### src/rtl/pp_pkg.sv
package pp_pkg;

    typedef enum logic [2:0] {
        ST_OFF    = 3'd0,
        ST_INT    = 3'd1,
        ST_TO_EXT = 3'd2,
        ST_EXT    = 3'd3,
        ST_TO_INT = 3'd4,
        ST_HOLD   = 3'd5
    } pp_state_e;

endpackage

### src/rtl/pp_ext_monitor.sv
module pp_ext_monitor #(
    parameter int HI_MIN_CYC     = 60,
    parameter int HI_MAX_CYC     = 375,
    parameter int LO_MIN_CYC     = 250,
    parameter int LO_MAX_CYC     = 1000,
    parameter int WDOG_CYC       = 5000,
    parameter int REQUAL_PERIODS = 8
) (
    input  logic clk,
    input  logic rst_n,
    input  logic ext_clk_i,
    output logic ext_s_o,
    output logic qual_o,
    output logic wdog_o,
    output logic lost_o
);

    localparam int CNT_TOP = ((WDOG_CYC > LO_MAX_CYC) ? WDOG_CYC : LO_MAX_CYC) + 1;
    localparam int CW      = $clog2(CNT_TOP + 1);
    localparam int QW      = $clog2(REQUAL_PERIODS + 1);

    localparam logic [CW-1:0] TOP_C    = CW'(CNT_TOP);
    localparam logic [CW-1:0] HI_MIN_C = CW'(HI_MIN_CYC);
    localparam logic [CW-1:0] HI_MAX_C = CW'(HI_MAX_CYC);
    localparam logic [CW-1:0] LO_MIN_C = CW'(LO_MIN_CYC);
    localparam logic [CW-1:0] LO_MAX_C = CW'(LO_MAX_CYC);
    localparam logic [CW-1:0] WDOG_C   = CW'(WDOG_CYC);
    localparam logic [QW-1:0] REQ_C    = QW'(REQUAL_PERIODS);

    logic [1:0]    sync_q;
    logic          ext_d;
    logic          ext_s;
    logic          rise;
    logic          fall;
    logic [CW-1:0] hi_cnt;
    logic [CW-1:0] lo_cnt;
    logic [CW-1:0] hi_len;
    logic          hi_seen;
    logic          have_rise;
    logic          period_ok;
    logic [QW-1:0] qcnt;

    assign ext_s = sync_q[1];
    assign rise  = ext_s & ~ext_d;
    assign fall  = ~ext_s & ext_d;

    always_ff @(posedge clk or negedge rst_n) begin
        if (!rst_n) begin
            sync_q <= 2'b00;
            ext_d  <= 1'b0;
        end else begin
            sync_q <= {sync_q[0], ext_clk_i};
            ext_d  <= ext_s;
        end
    end

    // Length counters for the current high and low stretches, saturating.
    always_ff @(posedge clk or negedge rst_n) begin
        if (!rst_n) begin
            hi_cnt <= '0;
            lo_cnt <= '0;
        end else begin
            if (rise)
                hi_cnt <= CW'(1);
            else if (ext_s && hi_cnt != TOP_C)
                hi_cnt <= hi_cnt + CW'(1);
            if (fall)
                lo_cnt <= CW'(1);
            else if (!ext_s && lo_cnt != TOP_C)
                lo_cnt <= lo_cnt + CW'(1);
        end
    end

    always_ff @(posedge clk or negedge rst_n) begin
        if (!rst_n) begin
            hi_len    <= '0;
            hi_seen   <= 1'b0;
            have_rise <= 1'b0;
        end else begin
            if (rise)
                have_rise <= 1'b1;
            if (fall) begin
                hi_len  <= hi_cnt;
                hi_seen <= have_rise;
            end
        end
    end

    assign period_ok = hi_seen
                     && (hi_len >= HI_MIN_C) && (hi_len <= HI_MAX_C)
                     && (lo_cnt >= LO_MIN_C) && (lo_cnt <= LO_MAX_C);

    assign wdog_o = ext_s && (hi_cnt > WDOG_C);
    assign lost_o = !ext_s && (lo_cnt > LO_MAX_C);

    // Count of consecutive valid periods, judged at each rising edge.
    always_ff @(posedge clk or negedge rst_n) begin
        if (!rst_n)
            qcnt <= '0;
        else if (wdog_o || lost_o)
            qcnt <= '0;
        else if (rise) begin
            if (!period_ok)
                qcnt <= '0;
            else if (qcnt != REQ_C)
                qcnt <= qcnt + QW'(1);
        end
    end

    assign qual_o  = (qcnt == REQ_C);
    assign ext_s_o = ext_s;

    AST_QUAL_CAP: assert property (@(posedge clk) disable iff (!rst_n)
        qcnt <= REQ_C);
    AST_WDOG_DROPS_QUAL: assert property (@(posedge clk) disable iff (!rst_n)
        wdog_o |=> !qual_o);
    AST_LOST_DROPS_QUAL: assert property (@(posedge clk) disable iff (!rst_n)
        lost_o |=> !qual_o);

endmodule

### src/rtl/pp_src_fsm.sv
module pp_src_fsm
    import pp_pkg::*;
(
    input  logic clk,
    input  logic rst_n,
    input  logic disable_i,
    input  logic int_ck_i,
    input  logic ext_s_i,
    input  logic qual_i,
    input  logic wdog_i,
    input  logic lost_i,
    output logic phase_a_o,
    output logic phase_b_o,
    output logic sample_o,
    output logic drive_en_o
);

    pp_state_e st_q;
    pp_state_e st_nxt;
    logic      src_hi;
    logic      src_prev;
    logic      sel_b;
    logic      active;
    logic      drive_on;
    logic      ph_a_q;
    logic      ph_b_q;

    // State register
    always_ff @(posedge clk or negedge rst_n) begin
        if (!rst_n)
            st_q <= ST_OFF;
        else
            st_q <= st_nxt;
    end

    // Transitions
    always_comb begin
        st_nxt = st_q;
        if (disable_i) begin
            st_nxt = ST_OFF;
        end else begin
            unique case (st_q)
                ST_OFF:    st_nxt = ST_INT;
                ST_INT:    if (qual_i) st_nxt = ST_TO_EXT;
                ST_TO_EXT: st_nxt = ST_EXT;
                ST_EXT: begin
                    if (wdog_i)      st_nxt = ST_HOLD;
                    else if (lost_i) st_nxt = ST_TO_INT;
                end
                ST_TO_INT: st_nxt = ST_INT;
                ST_HOLD:   if (qual_i) st_nxt = ST_TO_EXT;
                default:   st_nxt = ST_OFF;
            endcase
        end
    end

    // Source clock seen by the phase logic; any non-driving state looks high (off).
    always_comb begin
        unique case (st_q)
            ST_INT:  src_hi = int_ck_i;
            ST_EXT:  src_hi = ext_s_i;
            default: src_hi = 1'b1;
        endcase
    end

    assign active   = (st_q == ST_INT) || (st_q == ST_EXT);
    assign drive_on = active && !src_hi && !src_prev;
    assign sample_o = active && src_hi && !src_prev;

    // Outputs
    always_ff @(posedge clk or negedge rst_n) begin
        if (!rst_n) begin
            src_prev <= 1'b1;
            sel_b    <= 1'b0;
            ph_a_q   <= 1'b0;
            ph_b_q   <= 1'b0;
        end else begin
            src_prev <= src_hi;
            if (st_q == ST_OFF)
                sel_b <= 1'b0;
            else if (sample_o)
                sel_b <= ~sel_b;
            ph_a_q <= drive_on && !sel_b && !ph_b_q;
            ph_b_q <= drive_on &&  sel_b && !ph_a_q;
        end
    end

    assign phase_a_o  = ph_a_q;
    assign phase_b_o  = ph_b_q;
    assign drive_en_o = (st_q != ST_OFF);

    AST_PHASE_EXCL: assert property (@(posedge clk) disable iff (!rst_n)
        !(ph_a_q && ph_b_q));
    AST_A_AFTER_B_GAP: assert property (@(posedge clk) disable iff (!rst_n)
        $rose(ph_a_q) |-> !$past(ph_b_q));
    AST_B_AFTER_A_GAP: assert property (@(posedge clk) disable iff (!rst_n)
        $rose(ph_b_q) |-> !$past(ph_a_q));
    AST_SWAP_QUIET: assert property (@(posedge clk) disable iff (!rst_n)
        (st_q == ST_TO_EXT || st_q == ST_TO_INT) |=> (!ph_a_q && !ph_b_q));
    AST_HOLD_QUIET: assert property (@(posedge clk) disable iff (!rst_n)
        (st_q == ST_HOLD) |=> (!ph_a_q && !ph_b_q));
    AST_DISABLE_OFF: assert property (@(posedge clk) disable iff (!rst_n)
        disable_i |=> (st_q == ST_OFF));

endmodule

### src/rtl/pp_softstart.sv
module pp_softstart #(
    parameter int SOFTSTART_SAMPLES = 128
) (
    input  logic clk,
    input  logic rst_n,
    input  logic clr_i,
    input  logic sample_i,
    input  logic vdet_i,
    output logic run_o
);

    localparam int SW = $clog2(SOFTSTART_SAMPLES + 1);
    localparam logic [SW-1:0] LAST_C = SW'(SOFTSTART_SAMPLES - 1);

    logic [SW-1:0] cnt_q;
    logic          run_q;

    always_ff @(posedge clk or negedge rst_n) begin
        if (!rst_n) begin
            cnt_q <= '0;
            run_q <= 1'b0;
        end else if (clr_i) begin
            cnt_q <= '0;
            run_q <= 1'b0;
        end else if (sample_i && !run_q) begin
            if (!vdet_i)
                cnt_q <= '0;
            else begin
                cnt_q <= cnt_q + SW'(1);
                if (cnt_q == LAST_C)
                    run_q <= 1'b1;
            end
        end
    end

    assign run_o = run_q;

    AST_RUN_STICKY: assert property (@(posedge clk) disable iff (!rst_n)
        (run_q && !clr_i) |=> run_q);
    AST_RUN_ENTRY: assert property (@(posedge clk) disable iff (!rst_n)
        $rose(run_q) |-> $past(sample_i && vdet_i));
    AST_CLR_STOPS_RUN: assert property (@(posedge clk) disable iff (!rst_n)
        clr_i |=> !run_q);

endmodule

### src/rtl/pp_clk_supervisor.sv
module pp_clk_supervisor #(
    parameter int HI_MIN_CYC        = 60,
    parameter int HI_MAX_CYC        = 375,
    parameter int LO_MIN_CYC        = 250,
    parameter int LO_MAX_CYC        = 1000,
    parameter int WDOG_CYC          = 5000,
    parameter int REQUAL_PERIODS    = 8,
    parameter int SOFTSTART_SAMPLES = 128
) (
    input  logic clk,
    input  logic rst_n,
    input  logic ext_clk,
    input  logic osc_tick,
    input  logic vdet_ok,
    input  logic ovlo_trip,
    input  logic otemp_trip,
    input  logic conv_reset,
    output logic phase_a,
    output logic phase_b,
    output logic full_drive,
    output logic run_mode
);

    logic int_ck_q;
    logic ext_s;
    logic qual;
    logic wdog;
    logic lost;
    logic sample;
    logic drive_en;
    logic run;
    logic dis;

    assign dis = ovlo_trip | otemp_trip | conv_reset;

    // Internal converter clock: half the oscillator tick rate.
    always_ff @(posedge clk or negedge rst_n) begin
        if (!rst_n)
            int_ck_q <= 1'b0;
        else if (osc_tick)
            int_ck_q <= ~int_ck_q;
    end

    pp_ext_monitor #(
        .HI_MIN_CYC    (HI_MIN_CYC),
        .HI_MAX_CYC    (HI_MAX_CYC),
        .LO_MIN_CYC    (LO_MIN_CYC),
        .LO_MAX_CYC    (LO_MAX_CYC),
        .WDOG_CYC      (WDOG_CYC),
        .REQUAL_PERIODS(REQUAL_PERIODS)
    ) u_mon (
        .clk      (clk),
        .rst_n    (rst_n),
        .ext_clk_i(ext_clk),
        .ext_s_o  (ext_s),
        .qual_o   (qual),
        .wdog_o   (wdog),
        .lost_o   (lost)
    );

    pp_src_fsm u_fsm (
        .clk       (clk),
        .rst_n     (rst_n),
        .disable_i (dis),
        .int_ck_i  (int_ck_q),
        .ext_s_i   (ext_s),
        .qual_i    (qual),
        .wdog_i    (wdog),
        .lost_i    (lost),
        .phase_a_o (phase_a),
        .phase_b_o (phase_b),
        .sample_o  (sample),
        .drive_en_o(drive_en)
    );

    pp_softstart #(
        .SOFTSTART_SAMPLES(SOFTSTART_SAMPLES)
    ) u_ss (
        .clk     (clk),
        .rst_n   (rst_n),
        .clr_i   (conv_reset),
        .sample_i(sample),
        .vdet_i  (vdet_ok),
        .run_o   (run)
    );

    assign run_mode   = run;
    assign full_drive = run & drive_en;

    AST_FULL_NEEDS_RUN: assert property (@(posedge clk) disable iff (!rst_n)
        full_drive |-> run_mode);
    AST_TRIP_SILENCES: assert property (@(posedge clk) disable iff (!rst_n)
        (ovlo_trip || otemp_trip) |=> !full_drive);

endmodule

### config.mk
export PLATFORM = sky130hd
export DESIGN_NAME = pp_clk_supervisor
export DESIGN_NICKNAME = d
export VERILOG_FILES = /design/src/rtl/pp_pkg.sv /design/src/rtl/pp_ext_monitor.sv /design/src/rtl/pp_src_fsm.sv /design/src/rtl/pp_softstart.sv /design/src/rtl/pp_clk_supervisor.sv
export SDC_FILE = /design/constraint.sdc
export NUM_CORES = 1
export LEC_CHECK = 0
export BUFFER_PORTS_ARGS = -buffer_cell sky130_fd_sc_hd__buf_2
export CAP_MARGIN = 30
export CORE_UTILIZATION = 50
export DETAILED_ROUTE_END_ITERATION = 6
export GPL_ROUTABILITY_DRIVEN = 0
export GPL_TIMING_DRIVEN = 0
export PLACE_DENSITY = 0.72
export SYNTH_ARGS = -nofsm -noshare
export SYNTH_HDL_FRONTEND = slang
export SYNTH_HIERARCHICAL = 1
export SYNTH_SLANG_ARGS = --single-unit
export TNS_END_PERCENT = 30
### constraint.sdc
create_clock -name clk -period 3.5 [get_ports clk]
set_input_delay 0.175 -clock clk [delete_from_list [all_inputs] [get_ports clk]]
set_output_delay 0.175 -clock clk [all_outputs]
set_load 0.01 [all_outputs]
==> results.yml <==
setup_path:
  crit_arrival_ns: 2.17
  crit_slowest_cell: "nor4_2"
  crit_top_cell: "nand4_1"
  worstSetupStartpointType: "register"
  reg2reg_slack_ns: 1.58
  path_max_fanout: 6
  critical_path_class: "reg -> reg"
  crit_path_cell_trace: "nor4_1 -> nand4_1 -> nor4_2 -> nand4_1 -> a31oi_1"
  path_delay_family: "simple AND/OR/NAND/NOR gates"
  required_ns: 3.75
  critPathBufInv: 0
  worstReg2RegStart: "u_mon/hi_len[9]"
  critPathMaxStageDelay_ns: 0.59
  critPathCaptureType: "register"
  crit_end: "u_mon/qcnt[3]"
  startpoint: "u_mon/hi_len[9]"
  crit_cells: 5
  rr_worst_depth: 5
  r2r-end: "u_mon/qcnt[3]"
floorplan:
  initial_core_util_pct: 51.76
  die_y_microns: 83.08
  core_sq_um: 6350
  die_w_microns: 83.08
  die_area_sq_um: 6902
  std_cell_rows: 29
  ios: 12
cts:
  cts_buffers: 9
  clock-sinks: 63
  post_cts.repair.setup_buffers: 0
  cts_root_buffer: "clkbuf_8"
  postCtsResizedCells: 0
  cts.htree.levels: 3
  clock_tree.buffer_depth: 2
  tritoncts: "done"
  clk_latency_ns: 0.34
  path_clk_slew_ns: 0.07
  holdBufCountCts: 2
synth:
  synth_compound_area_share_pct: 10.66
  netlist_instances: 349
  synth-simple-area-share_pct: 26.87
  muxShareOfSynthArea_pct: 1.028
  synth_xor_xnor_area_share_pct: 6.129
  synthAdderAreaFrac_pct: 3.426
  syn_nets: 366
  yosysWarnings: 6
  netlist_area_sq_um: 3287
  yosys_most_used_dff: "dfrtp_1"
  synth_top_family_by_area: "simple AND/OR/NAND/NOR gates"
  synthDistinctLibCells: 59
  seq_area_frac_synth_pct: 48.00
  async_reset_ff_share_pct: 100.0
  synth-edff-count: 0
  syn_area_per_cell_sq_um: 9.418
  ys_ff_latch: 63
final_layout:
  area_delta_synth_final_pct: 13.02
  fin_nets: 391
  fillers: 552
  multiInputGateArea_sq_um: 1582
  antenna_cells: 0
  drive_above_1_share_pct: 11.87
  register_area_sq_um: 1578
timing:
  tightest_slew_ns: 0.6746
  finalHoldViolCount: 0
  fmaxAchievable_ghz: 0.5221
  period_share_pct: 54.72
  finalSetupTns_ns: 0
  rsz0062_at_grt: "no"
  slew_viol_final: 0
  slew_headroom_pct: 54.66
  finalSetupViolCount: 0
  final.setup_skew_ns: 0.009294
  min_period_ns: 1.915
placed_design:
  io_buffers: 11
  dp_hpwl_microns: 4421
routing:
  vias: 2456
  via_per_inst: 5.386
  ant_nets: 0
  drtPass1Iterations: 4
  routedWlPerCell_microns: 13.98
  drc_errors: 0
  wirelength_microns: 6374
  drt-initial-drc-count: 112
outcome:
  outcome: "completed"
global_route:
  grt_remaining_overflow: 0
  grt_pass1_wl_microns: 11130
  antenna_found_initial: 0
  grt_start_max_net_pins: 42
  grt_pass1_vias: 2415
  track_usage_pct: 20.35
pwr:
  leakagePower_nw: 1.721
  power.total_w: 0.001739
  powerDensity_nw_per_um2: 468.1
  peakVddDrop_mv: 0.2596
hold_path:
  hp-class: "in -> reg"
run:
  max_cap_violations: 0
[cell usage in the layout, fill, tap and decap left out, types with 8 or more instances in the layout]
master	netlist	layout
nand2_1	60	60
nor3_1	14	14
and3_1	8	8
nor2_1	37	37
o21ai_0	14	14
nand3_1	14	14
dfrtp_1	62	62
xnor2_1	10	10
inv_1	16	16
nand4_1	9	9
buf_2	3	14
a21oi_1	8	8
ha_1	9	9
clkbuf_8	0	9
xor2_1	13	13
[Yosys cell counts (7+ instances only)]
| library cell | number | share of area, % |
|---|---|---|
| nand4_1 | 9 | 1.7 |
| a21oi_1 | 8 | 1.2 |
| nor2_1 | 37 | 4.2 |
| xnor2_1 | 10 | 2.7 |
| o21ai_0 | 14 | 2.1 |
| dfrtp_1 | 62 | 47 |
| nor2b_1 | 7 | 1.3 |
| and3_1 | 8 | 1.5 |
| xor2_1 | 13 | 3.5 |
| nand3_1 | 14 | 2.1 |
| nand2_1 | 60 | 6.9 |
| ha_1 | 9 | 3.4 |
| inv_1 | 16 | 1.8 |
| nor3_1 | 14 | 2.1 |
[kinds of logic after synthesis]
kind of cell,Yosys count
fa+ha+maj,9
compound gates,50
xor+xnor,23
simple gates,175
flops,63
buf+inv,27
mux,2
[report_power, final]
group	total, W	internal, W	switching [W]	leakage [nW]
Clock	0.000756	0.000472	0.000284	0.120
Combinational	0.000171	0.0000706	0.000100	0.752
Sequential	0.000812	0.000766	0.0000462	0.848
[metrics by stage]
stage | cells | hold slack, ns | setup slack (ns) | cell area (sq um) | util (%)
after floorplan | 349 | -0.1206 | 1.821 | 3287 | -
after global placement | 437 | 0.2832 | 1.612 | 3438 | 54.15
after detailed placement | 438 | 0.1865 | 1.626 | 3458 | 54.46
after CTS | 456 | 0.0002232 | 1.611 | 3715 | 58.50
after global routing | 456 | 0.002108 | 1.434 | 3715 | 58.50
final | 456 | 0.01633 | 1.585 | 3715 | 58.50
[worst min path at each step]
stage	start	to	depth (start not counted)
after floorplan	rst_n	int_ck_q	0
after global placement	ext_clk	u_mon/sync_q[0]	1
after detailed placement	rst_n	u_mon/lo_cnt[1]	1
after CTS	osc_tick	int_ck_q	2
after global routing	osc_tick	int_ck_q	2
final	osc_tick	int_ck_q	2
[per-layer routing]
metal / wire [microns] / up-vias / track usage, %
met1: 3231 / 1168 / 28.22
li1: - / 1256 / -
met3: 97 / 8 / 2.982
met5: 0 / - / 0
met2: 2945 / 24 / 31.59
met4: 100 / 0 / 9.561
[final cells by class]
cell class | instances | share of cell area (%)
Multi-Input combinational cell | 259 | 42.57
Sequential cell | 63 | 42.47
Clock buffer | 10 | 3.435
Clock inverter | 6 | 2.930
Tap cell | 77 | 2.593
Timing Repair Buffer | 14 | 2.560
Buffer | 11 | 1.819
Inverter | 16 | 1.617
[registers in the layout, indices dropped and copies added (netlist names), 2 cells and up]
name and flops:
u_ss/cnt_q 8, u_mon/sync_q 2, u_mon/lo_cnt 13, u_mon/hi_cnt 13, u_mon/qcnt 4, u_mon/hi_len 11
u_fsm/st_q 3
No activity file was read; power rests on OpenSTA's default activity.
